===== config.mk =====
export PLATFORM = sky130hd
export DESIGN_NAME = rove_sparse_adder
export DESIGN_NICKNAME = d
export VERILOG_FILES = /design/src/rtl/rove_sparse_adder.sv
export SDC_FILE = /design/constraint.sdc
export NUM_CORES = 1
export LEC_CHECK = 0
export BUFFER_PORTS_ARGS = -buffer_cell sky130_fd_sc_hd__buf_4
export CORE_MARGIN = 2
export CORE_UTILIZATION = 35
export CTS_CLUSTER_SIZE = 8
export DETAILED_ROUTE_END_ITERATION = 6
export GPL_ROUTABILITY_DRIVEN = 0
export RECOVER_POWER = 25
export SLEW_MARGIN = 20
export SYNTH_ARGS = -nofsm -noshare
export SYNTH_HDL_FRONTEND = slang
export SYNTH_SLANG_ARGS = --single-unit

===== constraint.sdc =====
create_clock -name clk -period 4.2 [get_ports clk]
set_clock_uncertainty 0.2 [all_clocks]
set_input_delay 0.84 -clock clk [delete_from_list [all_inputs] [get_ports clk]]
set_output_delay 0.84 -clock clk [all_outputs]
set_load 0.01 [all_outputs]

===== src/rtl/rove_sparse_adder.sv =====
module rove_sparse_adder #(
  parameter int SEG_W = 4,
  parameter int NSEG  = 4
) (
  input  logic                      clk,
  input  logic                      rst_n,
  input  logic [SEG_W*NSEG-1:0]     a,
  input  logic [SEG_W*NSEG-1:0]     b,
  input  logic                      cin,
  input  logic                      fault_en,
  input  logic [$clog2(NSEG)-1:0]   fault_seg,
  output logic [SEG_W*NSEG-1:0]     sum,
  output logic                      cout,
  output logic                      err
);
  localparam int W      = SEG_W * NSEG;
  localparam int SEL_W  = $clog2(NSEG);
  localparam int LEVELS = $clog2(W);
  localparam logic [SEG_W-1:0] FMASK = SEG_W'(1);

  function automatic logic [SEG_W-1:0] rca(input logic [SEG_W-1:0] x,
                                            input logic [SEG_W-1:0] y,
                                            input logic ci);
    logic [SEG_W-1:0] s;
    logic c;
    c = ci;
    for (int i = 0; i < SEG_W; i++) begin
      s[i] = x[i] ^ y[i] ^ c;
      c    = (x[i] & y[i]) | (c & (x[i] ^ y[i]));
    end
    return s;
  endfunction

  logic [LEVELS:0][W-1:0] gk, pk;
  logic [NSEG-1:0]        segc;
  logic [W-1:0]           raw, merged;
  logic [SEL_W-1:0]       sel;
  logic [SEG_W-1:0]       opa, opb, wsum, t0, t1, vote;
  logic                   tci, mism;

  always_comb begin
    gk[0] = a & b;
    pk[0] = a ^ b;
    gk[0][0] = gk[0][0] | (pk[0][0] & cin);
    for (int l = 0; l < LEVELS; l++) begin
      for (int i = 0; i < W; i++) begin
        if (i >= (1 << l)) begin
          gk[l+1][i] = gk[l][i] | (pk[l][i] & gk[l][i-(1<<l)]);
          pk[l+1][i] = pk[l][i] & pk[l][i-(1<<l)];
        end else begin
          gk[l+1][i] = gk[l][i];
          pk[l+1][i] = pk[l][i];
        end
      end
    end
  end

  always_comb begin
    segc[0] = cin;
    for (int s = 1; s < NSEG; s++) segc[s] = gk[LEVELS][s*SEG_W-1];
  end

  always_comb begin
    for (int s = 0; s < NSEG; s++) begin
      raw[s*SEG_W +: SEG_W] = rca(a[s*SEG_W +: SEG_W], b[s*SEG_W +: SEG_W], segc[s])
                            ^ ((fault_en && fault_seg == SEL_W'(s)) ? FMASK : '0);
    end
  end

  assign opa  = a[sel*SEG_W +: SEG_W];
  assign opb  = b[sel*SEG_W +: SEG_W];
  assign tci  = segc[sel];
  assign wsum = raw[sel*SEG_W +: SEG_W];
  assign t0   = rca(opa, opb, tci);
  assign t1   = rca(opa, opb, tci);
  assign vote = (wsum & t0) | (wsum & t1) | (t0 & t1);
  assign mism = (wsum != t0) || (wsum != t1);

  always_comb begin
    merged = raw;
    merged[sel*SEG_W +: SEG_W] = vote;
  end

  always_ff @(negedge clk or negedge rst_n) begin
    if (!rst_n) begin
      sum  <= '0;
      cout <= 1'b0;
      err  <= 1'b0;
    end else begin
      sum  <= merged;
      cout <= gk[LEVELS][W-1];
      err  <= mism;
    end
  end

  always_ff @(posedge clk or negedge rst_n) begin
    if (!rst_n)    sel <= '0;
    else if (!err) sel <= sel + SEL_W'(1);
  end

  AST_CLEAN_SUM: assert property (@(negedge clk) disable iff (!rst_n)
    !fault_en |=> {cout, sum} == $past({1'b0, a} + {1'b0, b} + {{W{1'b0}}, cin}));
  AST_HIT_FLAG: assert property (@(negedge clk) disable iff (!rst_n)
    (fault_en && fault_seg == sel) |=> err);
  AST_HIT_FIX: assert property (@(negedge clk) disable iff (!rst_n)
    (fault_en && fault_seg == sel) |=> {cout, sum} == $past({1'b0, a} + {1'b0, b} + {{W{1'b0}}, cin}));
  AST_MISS_QUIET: assert property (@(negedge clk) disable iff (!rst_n)
    (fault_en && fault_seg != sel) |=> !err);
  AST_FREEZE: assert property (@(posedge clk) disable iff (!rst_n)
    err |=> $stable(sel));
  AST_STEP: assert property (@(posedge clk) disable iff (!rst_n)
    !err |=> sel == $past(sel) + SEL_W'(1));
endmodule


# After elaboration in Yosys (flattened, before gate mapping)
# Cells that the tools add are included.
dict set report word_totals {
  reg_bits 20
  out_inout_bits 18
  inputBits 38
  wordCells 171
}
dict set report classes {
  n_reduce_logical 5
  shifts 5
  bitwise_logic 143
  n_mux 7
  n_addsub 2
  n_lt_le_gt_ge 1
  n_eq_ne 4
}
# op count
set ops {}
lappend ops {{1-bit bitwise AND} 60}
lappend ops {{16-bit by 5-bit indexed part select with 4-bit output} 3}
lappend ops {{1-bit bitwise XOR} 40}
lappend ops {{4-bit negator with 34-bit output} 1}
lappend ops {{4-bit by 34-bit variable shift with 16-bit output (first input constant)} 1}
lappend ops {{4-bit by 34-bit indexed part select with 16-bit output} 1}
lappend ops {{1-bit OR} 33}
lappend ops {{16-bit bitwise AND} 1}
lappend ops {{16-bit bitwise mux} 1}
lappend ops {{16-bit bitwise XOR} 1}
lappend ops {{4-bit by 1-bit bitwise XOR with 4-bit output} 4}
lappend ops {{4-bit bitwise AND} 2}
lappend ops {{4-bit OR} 2}
lappend ops {{1-bit two-way mux} 5}
lappend ops {{2-bit == test (second input constant)} 2}
lappend ops {{1-bit logical AND} 4}
lappend ops {{4-bit != test} 1}
lappend ops {{2-bit by 3-bit < comparator with 1-bit output (second input constant)} 1}
lappend ops {{2-bit by 1-bit adder with 2-bit output (second input constant)} 1}
lappend ops {{1-bit binary-select mux with 2-bit select} 1}
lappend ops {{2-bit by 1-bit == test with 1-bit output (second input constant)} 1}
lappend ops {{2-bit logical NOT} 1}

# Logic depth before layout (Yosys ltp)
# Gate-level depths: netlist (run 1).
dict set report depth {
  ltp_word 23
  mapped_depth 17
  ltp_nobuf 17
}

==> qor.csv, run 1 <==
stage,metric,value,unit
logic_synthesis,Netlist cell types,30,
clocking,later-pin clock latency in the skew report,0.27,ns
worst_setup_path,worst path required time,2.00,ns
logic_synthesis,syn_area_per_cell,10.8,um2
global_routing,vias in the first global route,1859,
logic_synthesis,top cell type by total area after synthesis,dfrtn_1,
outcome,status,"finished, violations left",
worst_setup_path,startpoint types,primary input,
timing,count of pins over their slew limit,0,
logic_synthesis,xor/xnor share of the synthesized area,0.0517,
clocking,Clock Path Buffers,2,
drt,drt pass-1 iters,4,
die,Die Y,79.7,um
worst_setup_path,Crit path top cell by count,fa_2,
logic_synthesis,most common cell in the netlist,inv_1,
min_path,Hold Path Depth,2,
final_layout,Sequential cell area,500,um2
timing,Final WS setup,-2.61,ns
drt,Iter 0 DRT Violations,27,
logic_synthesis,Synth Cell Area,2010,um2
logic_synthesis,Compound-Gate Fraction of Synth Area,0.0779,
global_routing,first-pass GRT wire length,8630,um
worst_setup_path,Critical Path AT,4.61,ns
final_layout,post-route cell area,3150,um2
global_routing,All-Layer GR Usage,0.175,
logic_synthesis,simple-gate share of the synthesized area,0.0960,
clocking,clk slew on worst S/H paths,0.07,ns
die,die area,6360,um2
final_layout,Area Growth Syn to Fin,56.8,%
logic_synthesis,Synth Flop Type,dfrtn_1,
logic_synthesis,Synth top area share,0.224,
logic_synthesis,top post-synthesis cells by count,"inv_1, ha_1, dfrtn_1",
clocking,CTS Sinks,20,
timing,final hold viol count,0,
timing,WHS,0.520,ns
pwr,Worst VDD drop,0.291,mV
pwr,P_leak,1.59,nW
worst_setup_path,worst reg2reg path depth,10,
worst_setup_path,Crit Reg-Reg Endpoint,err,
clocking,htree depth,1,
logic_synthesis,Yosys reg bits,20,
placement,DP HPWL,4530,um
min_path,Worst Hold Class,register to register,
timing,unrepaired setup endpoints after global routing,true,
final_layout,area of the multi-input gates,1460,um2
clocking,root buffer cell,clkbuf_8,
clocking,Num CTS Buffers,3,
drt,Residual DRC,0,
timing,final setup fails,18,
logic_synthesis,largest family of logic cells by synthesized area,adder cells,
logic_synthesis,Post-Synthesis Net Count,262,
worst_setup_path,crit end category,register,
drt,Vias per Instance,4.64,
global_routing,initial antenna violation count,0,
placement,placed inst area,3030,um2
final_layout,fill cell count,511,
placement,PortBufs,55,
run,max cap viols,0,
drt,Vias,1750,
drt,ANT nets after route,0,
die,Core ar.,5540,um2
drt,WL/cell,13.5,um
logic_synthesis,"Seq/Total Area, Yosys",0.249,
pwr,Pwr Density,642,nW/um2
worst_setup_path,Setup Crit Path Kind,primary input to register,
worst_setup_path,CP max stage cell,mux4_2,
die,Cell Rows,27,
worst_setup_path,"slowest stage delay, CP",0.47,ns
min_path,HP Start,sel[0],
logic_synthesis,adder-cell area share of the yosys netlist,0.293,
logic_synthesis,YS warnings,0,
die,initial core utilization,0.362,
drt,WL final,5090,um
worst_setup_path,crit-path max FO,2,
global_routing,largest net degree at the start of global routing,21,
logic_synthesis,multiplexer area fraction after synthesis,0.151,
worst_setup_path,CP Cell Sequence,"buf_8, inv_12, fa_2, inv_2, fa_2, a21oi_2, o21ai_2, nand4_1, and3_4, mux4_2, fa_2, fa_2, fa_2, xor2_2, xnor2_2, ha_1, or4_1",
logic_synthesis,synth top area cells,"dfrtn_1, fa_1, mux4_2",
logic_synthesis,Syn Inst Count,186,
min_path,Min-Delay Endpoint,sel[0],
timing,worst slew pin tran,1.03,ns
clocking,hold_buf cts,0,
die,Die W,79.7,um
final_layout,fraction of layout instances using a drive strength above 1,0.541,
clocking,CTS tree,done,
worst_setup_path,R2R Path Start,sel[0],
worst_setup_path,R2R Setup Slk,-1.32,ns
final_layout,antenna cell count,0,
timing,Slew HR,0.313,
global_routing,total gr overflow,0,
outcome,failing checks,setup timing,
logic_synthesis,Post-synth EDFFs,0,
die,I/O pin total,56,
final_layout,Final nets,382,
logic_synthesis,"Async S/R FF share, synth",1.00,
layer usage:
layer	GRT usage	wire, um	up-vias
li1	-	-	874
met1	0.208	2040	815
met2	0.333	2740	50
met3	0.0124	196	11
met4	0.0576	118	0
met5	0	0	-
how the worst max path moves through the flow:
stage / cells after the start / slack [ns] / endpoint / startpoint
floorplan: 16 / -2.76 / err / cin
global placement: 17 / -2.98 / err / cin
detailed placement: 17 / -3.06 / err / cin
CTS: 17 / -2.66 / err / cin
global route: 17 / -2.76 / err / cin
finish: 17 / -2.61 / err / cin
layout by cell type (no fill, tap or decap), types with 3 or more instances in the layout:
| cell type | netlist | final |
|---|---|---|
| o22ai_1 | 8 | 4 |
| mux4_2 | 13 | 13 |
| xor2_1 | 6 | 5 |
| fa_2 | 0 | 7 |
| o21ai_1 | 4 | 7 |
| inv_1 | 38 | 31 |
| dfrtn_1 | 18 | 18 |
| buf_4 | 0 | 116 |
| a21oi_1 | 5 | 4 |
| nand4_1 | 3 | 3 |
| xnor2_1 | 4 | 4 |
| ha_1 | 23 | 21 |
| nand2_1 | 3 | 3 |
| inv_2 | 0 | 6 |
| nand3_1 | 5 | 5 |
| fa_1 | 15 | 8 |
| nor2_1 | 7 | 4 |
| nand2b_1 | 8 | 8 |
| a21o_1 | 3 | 3 |
| nor2_4 | 0 | 3 |
| clkbuf_8 | 0 | 4 |
| o22ai_2 | 0 | 4 |
area by class of cell:
| class | count | area share |
|---|---|---|
| clock buffer | 4 | 0.0175 |
| inverter | 38 | 0.0493 |
| multi-input combinational | 125 | 0.463 |
| sequential | 20 | 0.159 |
| tap | 72 | 0.0286 |
| timing repair buffer | 118 | 0.282 |
where the power goes:
part	switching, W	leakage, nW	total, W	internal [W]
combinational	0.000734	1.32	0.00156	0.000828
clock	0.0000615	0.0288	0.000145	0.0000835
sequential	0.0000318	0.241	0.000316	0.000284
total	0.000827	1.59	0.00202	0.00120
worst max-delay path, delay by kind of cell:
kind | cells | cell delay, ns
AOI/OAI and AO/OA | 2 | 0.22
xor gates and xnor gates | 2 | 0.30
adders and majority gates | 6 | 1.93
buffers and inverters | 3 | 0.18
muxes | 1 | 0.47
and+or+nand+nor | 3 | 0.66
registers in the layout (all words and copies together) (netlist names):
name / flops
cout: 1
sum: 16
sel: 2
err: 1
stage by stage:
step | TNS [ns] | setup slack (ns) | cells | utilization | power [W]
finish | -36.07 | -2.61 | 377 | 0.568 | 0.00202
global placement | -42.55 | -2.98 | 370 | 0.546 | 0.00179
floorplan | -36.99 | -2.76 | 186 | - | 0.00124
CTS | -36.26 | -2.66 | 376 | 0.565 | 0.00202
detailed placement | -43.35 | -3.06 | 370 | 0.546 | 0.00182
global route | -38.86 | -2.76 | 377 | 0.568 | 0.00220
cells by family after synthesis:
logic type                 Yosys count
DFF                                 20
and+or+nand+nor                     35
AOI/OAI and AO/OA                   27
xor gates and xnor gates            11
adders and majority gates           38
buffers and inverters               41
muxes                               14
timing repair:
item | in CTS | in global routing
pin swaps | 10 | 1
gates cloned | 0 | 0
gates resized for setup | 11 | 6
endpoints found under the setup margin | 18 | 18
buffers inserted | 2 | 1
Note: power is estimated with default switching activity, not from simulation.
==> inputs of run 2 (changes only) <==
==> constraint.sdc (replaced) <==
create_clock -name clk -period 4.2 [get_ports clk]
set_clock_uncertainty 0.2 [all_clocks]
set_input_delay 0.42 -clock clk [delete_from_list [all_inputs] [get_ports clk]]
set_output_delay 0.42 -clock clk [all_outputs]
set_load 0.01 [all_outputs]
==> qor.csv, run 2 (same netlist as run 1, synthesis figures left out) <==
stage,metric,value,unit,change
global_routing,initial antenna violation count,0,,unchanged
drt,WL/cell,13.8,um,+1.8%
die,Core ar.,5540,um2,unchanged
final_layout,"Most flops, register",sum,,
worst_setup_path,Top Family by Delay on Critical Path,adder cells,,
final_layout,"commonest non-fill, non-tap cell in the layout",buf_4,,
timing,unrepaired setup endpoints after global routing,true,,
pwr,sequential power share,0.148,,-0.008
timing,final hold viol count,0,,unchanged
final_layout,Final nets,384,,+0.52%
worst_setup_path,Crit path top cell by count,fa_2,,
worst_setup_path,startpoint types,primary input,,
worst_setup_path,CP max stage cell,mux4_2,,
final_layout,antenna cell count,0,,unchanged
global_routing,All-Layer GR Usage,0.182,,+0.00662
outcome,failing checks,setup timing,,
pwr,sw frac,0.415,,+0.00633
final_layout,leading registers by flop count,"sum x16, sel x2",,
die,initial core utilization,0.362,,unchanged
final_layout,fraction of layout instances using a drive strength above 1,0.580,,+0.0388
final_layout,"commonest cells after routing, fill and taps aside","buf_4, inv_1, ha_1, dfrtn_1, mux4_2",,
timing,final setup fails,17,,-1
die,die area,6360,um2,unchanged
global_routing,vias in the first global route,1927,,+3.7%
worst_setup_path,Crit path buffers/inverters,3,,unchanged
global_routing,met1 GRT Util,0.213,,+0.00479
pwr,Worst VDD drop,0.321,mV,+10%
timing,Slew HR,0.309,,-0.00411
run,max cap viols,0,,unchanged
outcome,status,"finished, violations left",,
die,I/O pin total,56,,unchanged
global_routing,met2 usage,0.358,,+0.0252
pwr,logic gate share of total power,0.785,,+0.013
final_layout,Largest register FFs,16,,unchanged
global_routing,total gr overflow,0,,unchanged
global_routing,Top Usage Layer GRT,met2,,
global_routing,largest net degree at the start of global routing,21,,unchanged
drt,Vias per Instance,4.66,,+0.44%
pwr,Psw,0.000884,W,+6.9%
global_routing,first-pass GRT wire length,8950,um,+3.8%
clocking,Clock Path Buffers,2,,unchanged
final_layout,post-route insts no fill,379,,+0.53%
worst_setup_path,Setup Crit Path Kind,primary input to register,,
worst_setup_path,crit end category,register,,
pwr,total power,0.00213,W,+5.3%
pwr,Pwr Density,659,nW/um2,+2.6%
clocking,later-pin clock latency in the skew report,0.27,ns,about the same
die,Cell Rows,27,,unchanged
clocking,CTS tree,done,,
pwr,Pint,0.00124,W,+4.1%
clocking,clk slew on worst S/H paths,0.07,ns,about the same
final_layout,Area Growth Syn to Fin,60.9,%,
clocking,Num CTS Buffers,3,,unchanged
drt,drt pass-1 iters,4,,unchanged
drt,Vias,1767,,+0.97%
global_routing,GR Layer Usage met3,0.0147,,+0.00226
drt,Iter 0 DRT Violations,40,,+48%
clocking,CTS Sinks,20,,unchanged
worst_setup_path,"slowest stage delay, CP",0.47,ns,about the same
die,Die Y,79.7,um,unchanged
timing,worst slew pin tran,1.04,ns,+0.00616 ns
min_path,Worst Hold Class,register to register,,
clocking,root buffer cell,clkbuf_8,,
pwr,P_leak,1.61,nW,+1.2%
pwr,clock power share,0.067,,-0.005
clocking,htree depth,1,,unchanged
worst_setup_path,Critical Path AT,4.21,ns,-0.40 ns
worst_setup_path,crit-path max FO,2,,unchanged
worst_setup_path,CP Cell Sequence,"buf_8, inv_12, fa_2, inv_2, fa_2, a21oi_2, o21ai_2, nand4_1, and3_4, mux4_2, fa_2, fa_2, fa_2, xor2_2, xnor2_2, ha_2, or4_4",,
worst_setup_path,worst path required time,2.00,ns,about the same
drt,ANT nets after route,0,,unchanged
die,Die W,79.7,um,unchanged
timing,Final WS setup,-2.21,ns,+0.401 ns
placement,placed insts,370,,unchanged
drt,WL final,5210,um,+2.3%
placement,PortBufs,55,,unchanged
final_layout,fill cell count,494,,-3.3%
placement,DP HPWL,4580,um,+1.0%
timing,total negative setup slack,-28.40,ns,+7.67 ns
drt,Residual DRC,0,,unchanged
timing,count of pins over their slew limit,0,,unchanged
[run 2: cell types whose count changed in the layout (fill, tap and decap cells not counted), moves of 2 or more]
cell | previous run | this run
o22ai_1 | 4 | 1
o22ai_2 | 4 | 7
fa_1 | 8 | 6
fa_2 | 7 | 9
o21ai_2 | 2 | 4
[run 2: area by class of cell]
| class | count | area [um2] | area share |
|---|---|---|---|
| clock buffers | 4 | 55.1 | 0.0170 |
| repair buffers | 120 | 911 | 0.282 |
| inverters | 38 | 155 | 0.0480 |
| well taps | 72 | 90.1 | 0.0279 |
| flip-flops and latches | 20 | 500 | 0.155 |
| multi-input cells | 125 | 1520 | 0.470 |
[run 2: final timing paths]
| path | startpoint | endpoint | slack (ns) | cells after the start |
|---|---|---|---|---|
| max | cin | err | -2.21 | 17 |
| min | sel[0] | sel[0] | 0.52 | 2 |
| max reg2reg | sel[0] | err | -1.37 | 10 |
| min reg2reg | sel[0] | sel[0] | 0.52 | 2 |
| max in group asynchronous | rst_n | sum[14] | 0.52 | 2 |
| min in group asynchronous | rst_n | sel[0] | 0.67 | 2 |
[run 2: power groups by stage]
stage                     clock, W  sequential (W)  combinational [W]
final                     0.000143        0.000316            0.00167
after global routing      0.000152        0.000323            0.00185
after CTS                 0.000146        0.000316            0.00159
after detailed placement         0        0.000320            0.00150
after global placement           0        0.000319            0.00147
after floorplan                  0        0.000359           0.000880
[run 2: timing repair]
action	in CTS	in global routing
setup buffers	3	2
hold buffers	1	0
gates cloned	0	0
endpoints found under the setup margin	17	18
gates resized for setup	13	20
endpoints found under the hold margin	2	0
pin swaps	13	13
[run 2: per-layer routing]
metal | up-vias | share of wire
met5 | - | 0
met4 | 0 | 0.011
met3 | 6 | 0.048
met2 | 52 | 0.55
met1 | 835 | 0.39
li1 | 874 | -
[run 2: stage by stage]
| stage | area (um2) | worst slack [ns] | utilization | hold WS (ns) |
|---|---|---|---|---|
| floorplan | 2090 | -2.34 | - | -0.0756 |
| global placement | 3030 | -2.56 | 0.546 | 0.107 |
| detailed placement | 3030 | -2.64 | 0.546 | 0.112 |
| CTS | 3160 | -2.25 | 0.571 | 0.389 |
| global route | 3230 | -2.35 | 0.583 | 0.566 |
| finish | 3230 | -2.21 | 0.583 | 0.519 |
[run 2: worst register-to-register path: cells and delay by family, from the launching register on]
family | cells | cell delay, ns
adder cells (fa/ha/maj) | 4 | 1.40
flip-flops | 1 | 0.41
AND/OR/NAND/NOR | 1 | 0.41
XOR/XNOR | 2 | 0.35
multiplexers | 1 | 0.32
buffers and inverters | 2 | 0.23
==> inputs of run 3 (changes only) <==
clock period = 6.42 ns   (was 4.2 ns; I/O delays follow)
==> qor.csv, run 3 (same netlist as run 1, synthesis figures left out) <==
stage,metric,value,unit,change
worst_setup_path,startpoint types,primary input,,
drt,Vias per Instance,4.69,,+0.68%
worst_setup_path,CP Cell Sequence,"buf_8, inv_12, fa_2, inv_2, fa_2, a21oi_2, o21ai_2, nand4_1, and3_4, mux4_2, fa_2, fa_2, fa_2, xor2_2, xnor2_2, ha_2, or4_1",,
global_routing,first-pass GRT wire length,8490,um,-5.1%
drt,Iter 0 DRT Violations,56,,+40%
drt,WL/cell,13.7,um,-0.23%
placement,DP HPWL,4440,um,-3.0%
die,Die Y,79.7,um,unchanged
drt,ANT nets after route,0,,unchanged
outcome,failing checks,setup timing,,
final_layout,Final nets,374,,-2.6%
timing,unrepaired setup endpoints after global routing,true,,
worst_setup_path,worst path required time,3.10,ns,+1.10 ns
clocking,CTS Sinks,20,,unchanged
worst_setup_path,R2R Setup Slk,-0.21,ns,+1.16 ns
die,Die W,79.7,um,unchanged
final_layout,Area Growth Syn to Fin,57.4,%,
worst_setup_path,Top Family by Delay on Critical Path,adder cells,,
drt,drt pass-1 iters,6,,+2
clocking,CTS tree,done,,
pwr,P_leak,1.56,nW,-2.7%
min_path,Worst Hold Class,primary input to asynchronous set/reset pin,,
final_layout,fill cell count,500,,+1.2%
timing,Slew HR,0.334,,+0.0257
timing,Final WS setup,-1.32,ns,+0.884 ns
die,I/O pin total,56,,unchanged
final_layout,Largest register FFs,16,,unchanged
die,initial core utilization,0.362,,unchanged
timing,count of pins over their slew limit,0,,unchanged
clocking,Num CTS Buffers,3,,unchanged
global_routing,total gr overflow,0,,unchanged
worst_setup_path,Critical Path AT,4.42,ns,+0.21 ns
placement,PortBufs,55,,unchanged
worst_setup_path,Crit path top cell by count,fa_2,,
worst_setup_path,R2R Path Start,sel[0],,
die,Cell Rows,27,,unchanged
clocking,Clock Path Buffers,2,,unchanged
drt,Vias,1732,,-2.0%
pwr,Pwr Density,433,nW/um2,-34%
worst_setup_path,crit end category,register,,
die,die area,6360,um2,unchanged
clocking,root buffer cell,clkbuf_8,,
clocking,clk slew on worst S/H paths,0.07,ns,about the same
global_routing,All-Layer GR Usage,0.172,,-0.00999
final_layout,"Most flops, register",sum,,
placement,placed inst area,2940,um2,-2.7%
pwr,total power,0.00137,W,-36%
final_layout,"commonest cells after routing, fill and taps aside","buf_4, inv_1, ha_1, dfrtn_1, mux4_2",,
final_layout,"commonest non-fill, non-tap cell in the layout",buf_4,,
final_layout,post-route cell area,3160,um2,-2.2%
global_routing,vias in the first global route,1813,,-5.9%
worst_setup_path,Setup Crit Path Kind,primary input to register,,
final_layout,fraction of layout instances using a drive strength above 1,0.566,,-0.0141
outcome,status,"finished, violations left",,
final_layout,Sequential cell area,500,um2,unchanged
worst_setup_path,crit-path max FO,2,,unchanged
worst_setup_path,Crit path buffers/inverters,3,,unchanged
final_layout,leading registers by flop count,"sum x16, sel x2",,
final_layout,antenna cell count,0,,unchanged
die,Core ar.,5540,um2,unchanged
worst_setup_path,CP max stage cell,mux4_2,,
clocking,later-pin clock latency in the skew report,0.26,ns,about the same
timing,final hold viol count,0,,unchanged
pwr,Worst VDD drop,0.249,mV,-22%
timing,final setup fails,17,,unchanged
final_layout,area of the multi-input gates,1520,um2,unchanged
worst_setup_path,Crit Reg-Reg Endpoint,err,,
worst_setup_path,"slowest stage delay, CP",0.47,ns,about the same
clocking,htree depth,1,,unchanged
drt,Residual DRC,0,,unchanged
worst_setup_path,worst reg2reg path depth,10,,unchanged
global_routing,initial antenna violation count,0,,unchanged
run,max cap viols,0,,unchanged
drt,WL final,5060,um,-2.9%
timing,worst slew pin tran,0.999,ns,-0.0385 ns
global_routing,largest net degree at the start of global routing,21,,unchanged
run 3: cell types whose count changed in the layout (fill, tap and decap cells not counted), sizes merged:
cell / previous run / this run
buf: 118 / 109
dlygate4sd3: 1 / 0
run 3: worst max-delay path by stage:
stage / from / endpoint / cells past startpoint
after floorplan: cin / err / 16
after global placement: cin / err / 17
after detailed placement: cin / err / 17
after CTS: cin / err / 17
after global routing: cin / err / 17
final: cin / err / 17
run 3: worst register-to-register path: cells and delay by family (launching register included):
family | cells | cell delay (ns)
XOR/XNOR | 2 | 0.32
buffers and inverters | 2 | 0.22
multiplexers | 1 | 0.33
flip-flops | 1 | 0.42
AND/OR/NAND/NOR | 1 | 0.39
adder cells (fa/ha/maj) | 4 | 1.39
run 3: timing repair:
action	in CTS	in global routing
hold buffers	0	0
buffers inserted	4	3
setup endpoints to repair	17	17
pin swaps	14	5
resized for setup	15	18
run 3: area by class of cell:
type | count | area share
multi-input combinational | 125 | 0.481
sequential | 20 | 0.158
tap | 72 | 0.0285
timing repair buffer | 110 | 0.265
inverter | 38 | 0.0499
clock buffer | 4 | 0.0174
run 3: layer usage:
metal | global-route usage | up-vias | share of wire
li1 | - | 856 | -
met1 | 0.214 | 818 | 0.40
met2 | 0.330 | 51 | 0.55
met3 | 0.0113 | 7 | 0.040
met4 | 0.0271 | 0 | 0.0097
met5 | 0 | - | 0
run 3: metrics by stage:
step	hold WS, ns	utilization	std cells	TNS (ns)	worst slack [ns]
floorplan	0.146	-	186	-14.48	-1.45
global placement	0.327	0.531	359	-19.69	-1.67
detailed placement	0.327	0.531	359	-20.22	-1.73
CTS	0.0631	0.556	366	-13.76	-1.35
global route	0.427	0.570	369	-17.47	-1.48
finish	0.341	0.570	369	-14.89	-1.32
run 3: where the power goes:
group | switching, W | leakage [nW] | internal (W)
Clock | 0.0000350 | 0.0288 | 0.0000543
Sequential | 0.0000210 | 0.241 | 0.000186
Combinational | 0.000517 | 1.29 | 0.000555
